### config.mk
export PLATFORM = sky130hd
export DESIGN_NAME = hpt_walker
export DESIGN_NICKNAME = d
export VERILOG_FILES = /design/src/rtl/hpt_pkg.sv /design/src/rtl/hpt_hash_fold.sv /design/src/rtl/hpt_elem_match.sv /design/src/rtl/hpt_walker.sv
export SDC_FILE = /design/constraint.sdc
export NUM_CORES = 1
export LEC_CHECK = 0
export BUFFER_PORTS_ARGS = -buffer_cell sky130_fd_sc_hd__buf_4
export CORE_AREA = 2 2 80 89
export CTS_CLUSTER_SIZE = 14
export DETAILED_ROUTE_END_ITERATION = 10
export DIE_AREA = 0 0 82 91
export PLACE_DENSITY = 0.88
export SYNTH_ARGS = -nofsm -noshare
export SYNTH_HDL_FRONTEND = slang
export SYNTH_SLANG_ARGS = --single-unit
### constraint.sdc
create_clock -name clk -period 2.73 [get_ports clk]
set_input_delay 0.1365 -clock clk [delete_from_list [all_inputs] [get_ports clk]]
set_output_delay 0.1365 -clock clk [all_outputs]
set_load 0.05 [all_outputs]
### src/rtl/hpt_pkg.sv
package hpt_pkg;

    // Default geometry of the walker
    localparam int unsigned DEF_VPN_W   = 16;
    localparam int unsigned DEF_OFF_W   = 12;
    localparam int unsigned DEF_PFN_W   = 16;
    localparam int unsigned DEF_PTR_W   = 8;
    localparam int unsigned DEF_BKT_W   = 6;
    localparam int unsigned DEF_DEPTH_W = 4;

    typedef enum logic [1:0] {
        WS_IDLE  = 2'd0,
        WS_ISSUE = 2'd1,
        WS_WAIT  = 2'd2,
        WS_RESP  = 2'd3
    } walk_state_e;

    // Outcome of inspecting one element
    typedef struct packed {
        logic done;
        logic hit;
        logic depth_abort;
    } walk_verdict_t;

endpackage

### src/rtl/hpt_hash_fold.sv
module hpt_hash_fold #(
    parameter int unsigned VPN_W = hpt_pkg::DEF_VPN_W,
    parameter int unsigned BKT_W = hpt_pkg::DEF_BKT_W
) (
    input  logic [VPN_W-1:0] vpn,
    output logic [BKT_W-1:0] bucket
);
    localparam int unsigned LO_W = VPN_W / 2;
    localparam int unsigned HI_W = VPN_W - LO_W;

    logic [HI_W-1:0] folded;

    // Upper half XOR lower half, then keep the bucket bits
    always_comb begin
        folded = vpn[VPN_W-1:LO_W] ^ HI_W'(vpn[LO_W-1:0]);
        bucket = folded[BKT_W-1:0];
    end
endmodule

### src/rtl/hpt_elem_match.sv
module hpt_elem_match
    import hpt_pkg::*;
#(
    parameter int unsigned VPN_W   = DEF_VPN_W,
    parameter int unsigned PTR_W   = DEF_PTR_W,
    parameter int unsigned DEPTH_W = DEF_DEPTH_W
) (
    input  logic               elem_live,
    input  logic [VPN_W-1:0]   elem_vpn,
    input  logic [PTR_W-1:0]   elem_next,
    input  logic [VPN_W-1:0]   want_vpn,
    input  logic [DEPTH_W-1:0] visits,
    input  logic [DEPTH_W-1:0] limit,
    output walk_verdict_t      verdict
);
    logic is_match;
    logic chain_end;
    logic at_limit;

    always_comb begin
        is_match  = elem_live && (elem_vpn == want_vpn);
        chain_end = !elem_live || (elem_next == '0);
        at_limit  = visits >= limit;
        // a match wins over both stop conditions
        verdict.hit         = is_match;
        verdict.depth_abort = !is_match && !chain_end && at_limit;
        verdict.done        = is_match || chain_end || at_limit;
    end
endmodule

### src/rtl/hpt_walker.sv
module hpt_walker
    import hpt_pkg::*;
#(
    parameter int unsigned VPN_W   = DEF_VPN_W,
    parameter int unsigned OFF_W   = DEF_OFF_W,
    parameter int unsigned PFN_W   = DEF_PFN_W,
    parameter int unsigned PTR_W   = DEF_PTR_W,
    parameter int unsigned BKT_W   = DEF_BKT_W,
    parameter int unsigned DEPTH_W = DEF_DEPTH_W,
    localparam int unsigned VA_W   = VPN_W + OFF_W,
    localparam int unsigned PA_W   = PFN_W + OFF_W
) (
    input  logic               clk,
    input  logic               rst,
    input  logic               req_valid,
    output logic               req_ready,
    input  logic [VA_W-1:0]    req_vaddr,
    input  logic [DEPTH_W-1:0] req_max_depth,
    output logic               mem_req,
    output logic [PTR_W-1:0]   mem_addr,
    input  logic               mem_rsp_valid,
    input  logic               mem_rsp_live,
    input  logic [VPN_W-1:0]   mem_rsp_vpn,
    input  logic [PFN_W-1:0]   mem_rsp_pfn,
    input  logic [PTR_W-1:0]   mem_rsp_next,
    output logic               rsp_valid,
    output logic               rsp_hit,
    output logic               rsp_depth_abort,
    output logic [PA_W-1:0]    rsp_paddr,
    output logic [DEPTH_W-1:0] rsp_visits
);
    walk_state_e        state_q;
    logic [VPN_W-1:0]   vpn_q;
    logic [OFF_W-1:0]   off_q;
    logic [DEPTH_W-1:0] lim_q;
    logic [DEPTH_W-1:0] visits_q;
    logic [DEPTH_W-1:0] visits_nx;
    logic [PTR_W-1:0]   addr_q;
    logic               hit_q;
    logic               abort_q;
    logic [PA_W-1:0]    paddr_q;
    logic [BKT_W-1:0]   bucket;
    logic [DEPTH_W-1:0] eff_limit;
    walk_verdict_t      verdict;

    hpt_hash_fold #(
        .VPN_W (VPN_W),
        .BKT_W (BKT_W)
    ) u_hash (
        .vpn    (req_vaddr[VA_W-1:OFF_W]),
        .bucket (bucket)
    );

    hpt_elem_match #(
        .VPN_W   (VPN_W),
        .PTR_W   (PTR_W),
        .DEPTH_W (DEPTH_W)
    ) u_match (
        .elem_live (mem_rsp_live),
        .elem_vpn  (mem_rsp_vpn),
        .elem_next (mem_rsp_next),
        .want_vpn  (vpn_q),
        .visits    (visits_nx),
        .limit     (lim_q),
        .verdict   (verdict)
    );

    always_comb begin
        visits_nx = visits_q + 1'b1;
        eff_limit = (req_max_depth == '0) ? DEPTH_W'(1) : req_max_depth;
    end

    always_ff @(posedge clk) begin
        if (rst) begin
            state_q  <= WS_IDLE;
            vpn_q    <= '0;
            off_q    <= '0;
            lim_q    <= '0;
            visits_q <= '0;
            addr_q   <= '0;
            hit_q    <= 1'b0;
            abort_q  <= 1'b0;
            paddr_q  <= '0;
        end else begin
            unique case (state_q)
                WS_IDLE: begin
                    if (req_valid) begin
                        vpn_q    <= req_vaddr[VA_W-1:OFF_W];
                        off_q    <= req_vaddr[OFF_W-1:0];
                        lim_q    <= eff_limit;
                        visits_q <= '0;
                        addr_q   <= PTR_W'(bucket);
                        state_q  <= WS_ISSUE;
                    end
                end
                WS_ISSUE: state_q <= WS_WAIT;
                WS_WAIT: begin
                    if (mem_rsp_valid) begin
                        visits_q <= visits_nx;
                        if (verdict.done) begin
                            hit_q   <= verdict.hit;
                            abort_q <= verdict.depth_abort;
                            paddr_q <= verdict.hit ? {mem_rsp_pfn, off_q} : '0;
                            state_q <= WS_RESP;
                        end else begin
                            addr_q  <= mem_rsp_next;
                            state_q <= WS_ISSUE;
                        end
                    end
                end
                WS_RESP: state_q <= WS_IDLE;
                default: state_q <= WS_IDLE;
            endcase
        end
    end

    always_comb begin
        req_ready       = (state_q == WS_IDLE);
        mem_req         = (state_q == WS_ISSUE);
        mem_addr        = addr_q;
        rsp_valid       = (state_q == WS_RESP);
        rsp_hit         = hit_q;
        rsp_depth_abort = abort_q;
        rsp_paddr       = paddr_q;
        rsp_visits      = visits_q;
    end
endmodule

==> flow_metrics.py, run 1 <==
metrics = {
    "floorplanning": {
        "io_pins": 122,
        "dieWidth_um": 82,
        "dieArea_um2": 7460,
        "initial_core_util_pct": 47.0,
        "core_region_area_um2": 6520,
        "die_y_um": 91,
        "rows": 31,
    },
    "timing": {
        "hold_violations": 0,
        "finalCritPeriodShare_pct": 92.8,
        "finalSetupTns_ps": 0,
        "max_slew_margin_pct": 46.5,
        "worst_hold_slack_ps": 14.2,
        "fmax_mhz": 395,
        "rsz0062_at_grt": "false",
        "finalMaxSlewViolations": 0,
        "setup_viol": 0,
        "tightest_slew_ps": 802,
        "post-route-min-period_ps": 2530,
        "fin_skew_ps": 8.13,
    },
    "worst_hold_path": {
        "hp-class": "primary input to flip-flop",
        "holdCritStartpoint": "mem_rsp_pfn[7]",
        "whs_path_depth": 2,
        "hold_end": "rsp_paddr[19]",
    },
    "global_routing": {
        "grt_pass1_wl_mm": 12.6,
        "grt_max_degree": 50,
        "use_met3_pct": 5.17,
        "grtUsageMet2_pct": 35.2,
        "antenna_found_initial": 0,
        "busiest_layer": "met2",
        "grt_pass1_vias": 2769,
        "track_usage_pct": 21.4,
        "gr-total-overflow": 0,
        "grtUsageMet1_pct": 26.3,
    },
    "logic_synthesis": {
        "ys_seq_area_share_pct": 49.6,
        "yosys_warnings": 0,
        "ys_ff_latch": 76,
        "synthArstFlopShare_pct": 0,
        "synthCells": 334,
        "ys_dominant_reg_cell": "dfxtp_1",
        "synth_edf_count": 0,
        "synthesis.nets": 416,
        "yosysUniqueCellTypes": 39,
        "syn-cell-area_um2": 3070,
        "synth_area_per_cell_um2": 9.18,
    },
    "power": {
        "vdd_drop_max_uv": 296,
        "p_leak_nw": 1.88,
        "cellPowerDensity_nw_per_um2": 566,
    },
    "worst_setup_path": {
        "r2r_slack_ps": 200,
        "crit_top_cell": "ha_1",
        "r2r_end": "rsp_paddr[4]",
        "path_cells": "ha_1 > xor2_1 > ha_1 > a41oi_1 > nand3_1 > a21o_4 > a21oi_2 > buf_4 > a22o_1",
        "crit_fanout": 29,
        "r2r_cells": 9,
        "critPathLaunchType": "flip-flop",
        "crit_type": "flip-flop to flip-flop",
        "cpMaxStageDelayCell": "dfxtp_1",
        "crit_path_end_kind": "flip-flop",
        "crit_start": "rsp_visits[0]",
        "required_ps": 3020,
        "arrival_ps": 2820,
        "rr_startpoint": "rsp_visits[0]",
        "max_stage_delay_ps": 440,
    },
    "clock_network": {
        "htreeDepth": 3,
        "cts_tree": "built",
        "ctsResizeCount": 0,
        "cts-root-buf": "clkbuf_8",
        "cts_buffers": 9,
        "cts_setup_buffers": 0,
        "cts_sinks": 76,
        "cts_buffer_depth": 2,
        "clk_pin_slew_ps": 70,
        "clock_latency_ps": 350,
    },
    "route": {
        "drtIter0Drc": 149,
        "post_drt_via_cell_ratio": 5.32,
        "drt_pass1_iterations": 4,
        "drcViolationCount": 0,
        "wire_per_inst_um": 14.8,
        "antenna_left": 0,
        "routed_wl_mm": 8.12,
        "vias": 2913,
    },
    "layout": {
        "antenna-diode-count": 0,
        "drive_above_1_share_pct": 32.2,
        "syn2layout_area_growth_pct": 41.4,
        "final_nets": 544,
    },
    "run_status": {
        "status": "completed",
    },
    "place": {
        "post-dp-hpwl_mm": 5.72,
        "io_buffers": 121,
        "gp_congestion": 0.916,
    },
    "job": {
        "drv_cap": 0,
    },
}
==> worst max-delay path: cells and delay by family, from the launching register on <==
| kind | cells | cell delay, ps |
|---|---|---|
| AOI/OAI and AO/OA | 4 | 910 |
| adders and majority gates | 2 | 480 |
| DFF | 1 | 440 |
| buffers and inverters | 1 | 330 |
| xor gates and xnor gates | 1 | 160 |
| and+or+nand+nor | 1 | 140 |
==> final cells by class <==
| type | count | area [um2] |
|---|---|---|
| clock buffers | 10 | 138 |
| clock inverters | 5 | 61.3 |
| fillers | 524 | 2180 |
| inverters | 5 | 18.8 |
| multi-input cells | 231 | 1420 |
| flip-flops and latches | 76 | 1520 |
| well taps | 82 | 103 |
| repair buffers | 139 | 1080 |
==> through the flow <==
step | worst slack [ps] | util (%) | total power, mW | cell area (um2) | std cells
final | 196 | 66.5 | 2.45 | 4340 | 548
after global routing | 56.4 | 66.5 | 2.56 | 4340 | 548
after CTS | 207 | 66.5 | 2.47 | 4340 | 548
after detailed placement | 275 | 61.5 | 1.61 | 4010 | 520
after global placement | 414 | 61.5 | 1.60 | 4010 | 520
after floorplan | 204 | - | 1.45 | 3070 | 334
==> power by group <==
part | total (mW) | switching [mW] | internal (mW)
combinational | 0.415 | 0.232 | 0.183
clock | 0.851 | 0.406 | 0.445
sequential | 1.19 | 0.0314 | 1.16
total | 2.45 | 0.670 | 1.78
==> cells in the mapped netlist (all sizes together) (2+ instances only) <==
cell | count | area share [%]
a21o | 3 | 0.98
a21oi | 43 | 7.3
a22o | 28 | 8.0
a22oi | 2 | 0.49
and2 | 3 | 0.61
buf | 9 | 2.1
clkbuf | 13 | 1.6
dfxtp | 76 | 50
ha | 5 | 2.0
inv | 4 | 0.49
nand2 | 67 | 8.2
nand2b | 2 | 0.41
nand3 | 4 | 0.65
nand4 | 3 | 0.61
nor2 | 16 | 2.0
nor2b | 2 | 0.41
nor3 | 3 | 0.82
nor4 | 3 | 0.61
o2111ai | 7 | 2.0
o31ai | 7 | 1.7
xnor2 | 19 | 5.4
xor2 | 5 | 1.4
==> state kept, by name, indices dropped and copies added, names as in the netlist <==
register and flops:
rsp_depth_abort 1, lim_q 4, rsp_visits 4, vpn_q 16, rsp_hit 1, off_q 12, mem_addr 8, rsp_paddr 28
state_q 2
==> cells in the final DEF, fill, tap and decap left out, types with 3 or more instances in the layout <==
cell	synthesis	layout
xor2_1	5	5
xnor2_1	19	19
nor2_1	16	16
nor4_1	3	3
nand3_1	4	4
nand2_1	67	67
o2111ai_1	7	7
ha_1	5	5
dlygate4sd3_1	0	13
dfxtp_1	76	76
a21oi_1	41	41
buf_4	1	126
o31ai_1	7	7
inv_1	4	4
clkinvlp_4	0	3
nand4_1	3	3
clkbuf_8	0	10
a22o_1	28	28
==> cell families after synthesis <==
kind of cell             after synthesis  share of synthesized area (%)
adder cells (fa/ha/maj)                5                           2.04
buffers and inverters                 27                           4.33
AO/OA/AOI/OAI                         96                           22.1
flip-flops                            76                           49.6
AND/OR/NAND/NOR                      106                           15.0
XOR/XNOR                              24                           6.86
==> timing repair <==
action                                 CTS  global route
endpoints found under the hold margin   13             0
hold buffers                            13             0
setup endpoints to repair                0             0
==> metal layers <==
metal,part of all wire [%],vias to the layer above,wire (um)
met3,7.3,13,596
met4,1.8,0,146
li1,-,1424,-
met2,49,113,3950
met5,0,-,0
met1,42,1363,3420
==> worst max-delay path by stage <==
stage | endpoint | slack, ps | cells after the start
after global placement | rsp_paddr[10] | 410 | 9
after detailed placement | rsp_paddr[20] | 270 | 9
after global routing | rsp_paddr[4] | 60 | 9
after floorplan | rsp_paddr[10] | 200 | 10
after CTS | rsp_paddr[4] | 210 | 9
final | rsp_paddr[4] | 200 | 9
Power figures use the tool's default switching activity.
==> run 2: changes to the inputs <==
--- a/config.mk
+++ b/config.mk
@@ -5,12 +5,13 @@
 export SDC_FILE = /design/constraint.sdc
 export NUM_CORES = 1
 export LEC_CHECK = 0
+export ABC_AREA = 1
 export BUFFER_PORTS_ARGS = -buffer_cell sky130_fd_sc_hd__buf_4
-export CORE_AREA = 2 2 80 89
+export CORE_AREA = 2 2 88 99
 export CTS_CLUSTER_SIZE = 14
 export DETAILED_ROUTE_END_ITERATION = 10
-export DIE_AREA = 0 0 82 91
-export PLACE_DENSITY = 0.88
+export DIE_AREA = 0 0 90 101
+export PLACE_DENSITY = 0.87
 export SYNTH_ARGS = -nofsm -noshare
 export SYNTH_HDL_FRONTEND = slang
 export SYNTH_SLANG_ARGS = --single-unit
==> flow_metrics.py, run 2 <==
metrics = {
    "logic_synthesis": {
        "synth.area.mux_share_pct": 0.759,
        "synthesis.nets": 631,
        "syn-cell-area_um2": 3960,
        "synth_area_per_cell_um2": 7.20,
        "synth_compound_area_share_pct": 15.3,
        "synth_edf_count": 0,
        "yosysUniqueCellTypes": 37,
        "synthAdderAreaFrac_pct": 1.58,
        "synthTopCellsByArea": "dfxtp_1 38%, nand2_1 10%, a21oi_1 9.5%",
        "ys_ff_latch": 76,
        "synth-simple-area-share_pct": 28.9,
        "synthArstFlopShare_pct": 0,
        "synth_top_family_by_area": "simple AND/OR/NAND/NOR gates",
        "ys_dominant_reg_cell": "dfxtp_1",
        "yosysTopAreaCellShare_pct": 38.5,
        "yosys_warnings": 0,
        "synth_largest_area_cell": "dfxtp_1",
        "synth_commonest_cells": "107 x nand2_1, 76 x dfxtp_1, 75 x a21oi_1, 63 x inv_1, 48 x nor2_1",
        "ys_seq_area_share_pct": 38.5,
        "synthCells": 549,
        "yosysMostFrequentCell": "nand2_1",
        "synth_xor_area_share_pct": 1.74,
    },
    "timing": {
        "fin_skew_ps": 9.02,
        "finalMaxSlewViolations": 0,
        "tightest_slew_ps": 515,
        "post-route-min-period_ps": 2420,
        "hold_violations": 0,
        "rsz0062_at_grt": "false",
        "finalCritPeriodShare_pct": 88.6,
        "setup_viol": 0,
        "max_slew_margin_pct": 65.7,
        "fmax_mhz": 414,
        "finalSetupTns_ps": 0,
    },
    "worst_setup_path": {
        "cpMaxStageDelayCell": "dfxtp_1",
        "path_cells": "ha_1 > xor2_1 > ha_1 > nand2_1 > o21bai_1 > o211ai_1 > inv_1 > nand3_4 > nand2_4 > nand2_1 > a21oi_1",
        "arrival_ps": 2690,
        "crit_type": "flip-flop to flip-flop",
        "required_ps": 3000,
        "crit_fanout": 30,
        "critPathLaunchType": "flip-flop",
        "crit_path_end_kind": "flip-flop",
        "max_stage_delay_ps": 430,
        "r2r_cells": 11,
    },
    "power": {
        "p_leak_nw": 2.34,
        "cellPowerDensity_nw_per_um2": 578,
        "vdd_drop_max_uv": 384,
    },
    "layout": {
        "syn2layout_area_growth_pct": 26.8,
        "final_nets": 740,
        "mostFrequentLayoutCells": "125 x buf_4, 106 x nand2_1, 76 x dfxtp_1",
        "drive_above_1_share_pct": 29.3,
        "largest_reg_flops": 28,
        "design_area_um2": 5020,
        "final_common_cell": "buf_4",
        "nFillCells": 741,
        "antenna-diode-count": 0,
    },
    "floorplanning": {
        "dieArea_um2": 9090,
        "core_region_area_um2": 8150,
        "io_pins": 122,
        "die_y_um": 101,
        "rows": 35,
        "initial_core_util_pct": 48.6,
        "dieWidth_um": 90,
    },
    "clock_network": {
        "cts_buffers": 9,
        "clk_pin_slew_ps": 90,
        "cts-root-buf": "clkbuf_8",
        "postCtsHoldBufs": 0,
        "cts_sinks": 76,
        "cts_tree": "built",
        "htreeDepth": 3,
        "cts_buffer_depth": 2,
        "clock_latency_ps": 350,
    },
    "route": {
        "drtIter0Drc": 196,
        "post_drt_via_cell_ratio": 5.02,
        "drcViolationCount": 0,
        "routed_wl_mm": 10.0,
        "antenna_left": 0,
        "vias": 3882,
        "drt_pass1_iterations": 5,
        "wire_per_inst_um": 13.0,
    },
    "global_routing": {
        "antenna_found_initial": 0,
        "grt_pass1_wl_mm": 16.6,
        "track_usage_pct": 22.3,
        "gr-total-overflow": 0,
        "grt_pass1_vias": 3576,
        "grt_max_degree": 61,
    },
    "run_status": {
        "status": "completed",
    },
    "place": {
        "post-dp-hpwl_mm": 7.54,
        "gp_congestion": 0.838,
        "io_buffers": 121,
        "placed_area_um2": 4780,
    },
    "worst_hold_path": {
        "hp-class": "primary input to flip-flop",
        "whs_path_depth": 3,
    },
    "job": {
        "drv_cap": 0,
    },
}
[run 2: cell types whose count changed in the layout (fill, tap and decap cells not counted), sizes merged, moves of 13 or more]
cell,before,now
dlygate4sd3,13,0
a22o,28,0
inv,5,76
xnor2,19,3
nor2,16,73
nand3,4,43
nand2,67,113
o21ai,0,36
a21oi,43,77
[run 2: area by class of cell]
| type | instances | area [um2] | area share (%) |
|---|---|---|---|
| multi-input cells | 374 | 1920 | 38.2 |
| flip-flops and latches | 76 | 1520 | 30.3 |
| repair buffers | 125 | 938 | 18.7 |
| inverters | 72 | 270 | 5.39 |
| well taps | 111 | 139 | 2.77 |
| clock buffers | 9 | 124 | 2.47 |
| clock inverters | 7 | 105 | 2.10 |
[run 2: metrics by stage]
stage | total power, mW | instances | hold WS [ps] | setup slack, ps | utilization (%)
floorplan | 1.75 | 549 | 303 | 350 | -
global placement | 1.92 | 758 | 413 | 398 | 58.7
detailed placement | 1.94 | 758 | 420 | 196 | 58.7
CTS | 2.92 | 774 | 49.0 | 167 | 61.5
global route | 3.05 | 774 | 76.7 | 106 | 61.6
finish | 2.90 | 774 | 66.7 | 312 | 61.6
[run 2: cells by family after synthesis]
kind of cell / Yosys count
adders and majority gates: 5
buffers and inverters: 99
muxes: 3
AOI/OAI and AO/OA: 116
and+or+nand+nor: 243
DFF: 76
xor gates and xnor gates: 7
[run 2: repair_timing]
item,4_1_cts,5_1_grt
buffers inserted,0,0
endpoints found under the setup margin,0,26
resized for setup,0,1
[run 2: worst paths after layout]
kind,slack (ps),start,endpoint
setup / recovery,310,rsp_visits[0],rsp_paddr[22]
setup reg to reg,310,rsp_visits[0],rsp_paddr[22]
hold / removal,70,req_vaddr[20],vpn_q[8]
hold reg to reg,460,vpn_q[11],vpn_q[11]
[run 2: critical path, delay by kind of cell (launching register included)]
family | cells | cell delay (ps)
AND/OR/NAND/NOR | 4 | 690
adder cells (fa/ha/maj) | 2 | 470
flip-flops | 1 | 430
AO/OA/AOI/OAI | 3 | 400
XOR/XNOR | 1 | 220
buffers and inverters | 1 | 110
[run 2: where the power goes]
part	switching [mW]	internal, mW	leakage [nW]
Clock	0.447	0.531	0.113
Combinational	0.444	0.246	1.60
Sequential	0.0413	1.19	0.622
[run 2: layer usage]
metal | vias to the layer above | wire length, um | GRT usage [%]
li1 | 1973 | - | -
met1 | 1769 | 4170 | 27.1
met2 | 131 | 5080 | 40.1
met3 | 9 | 700 | 5.83
met4 | 0 | 88 | 4.85
met5 | - | 0 | 0
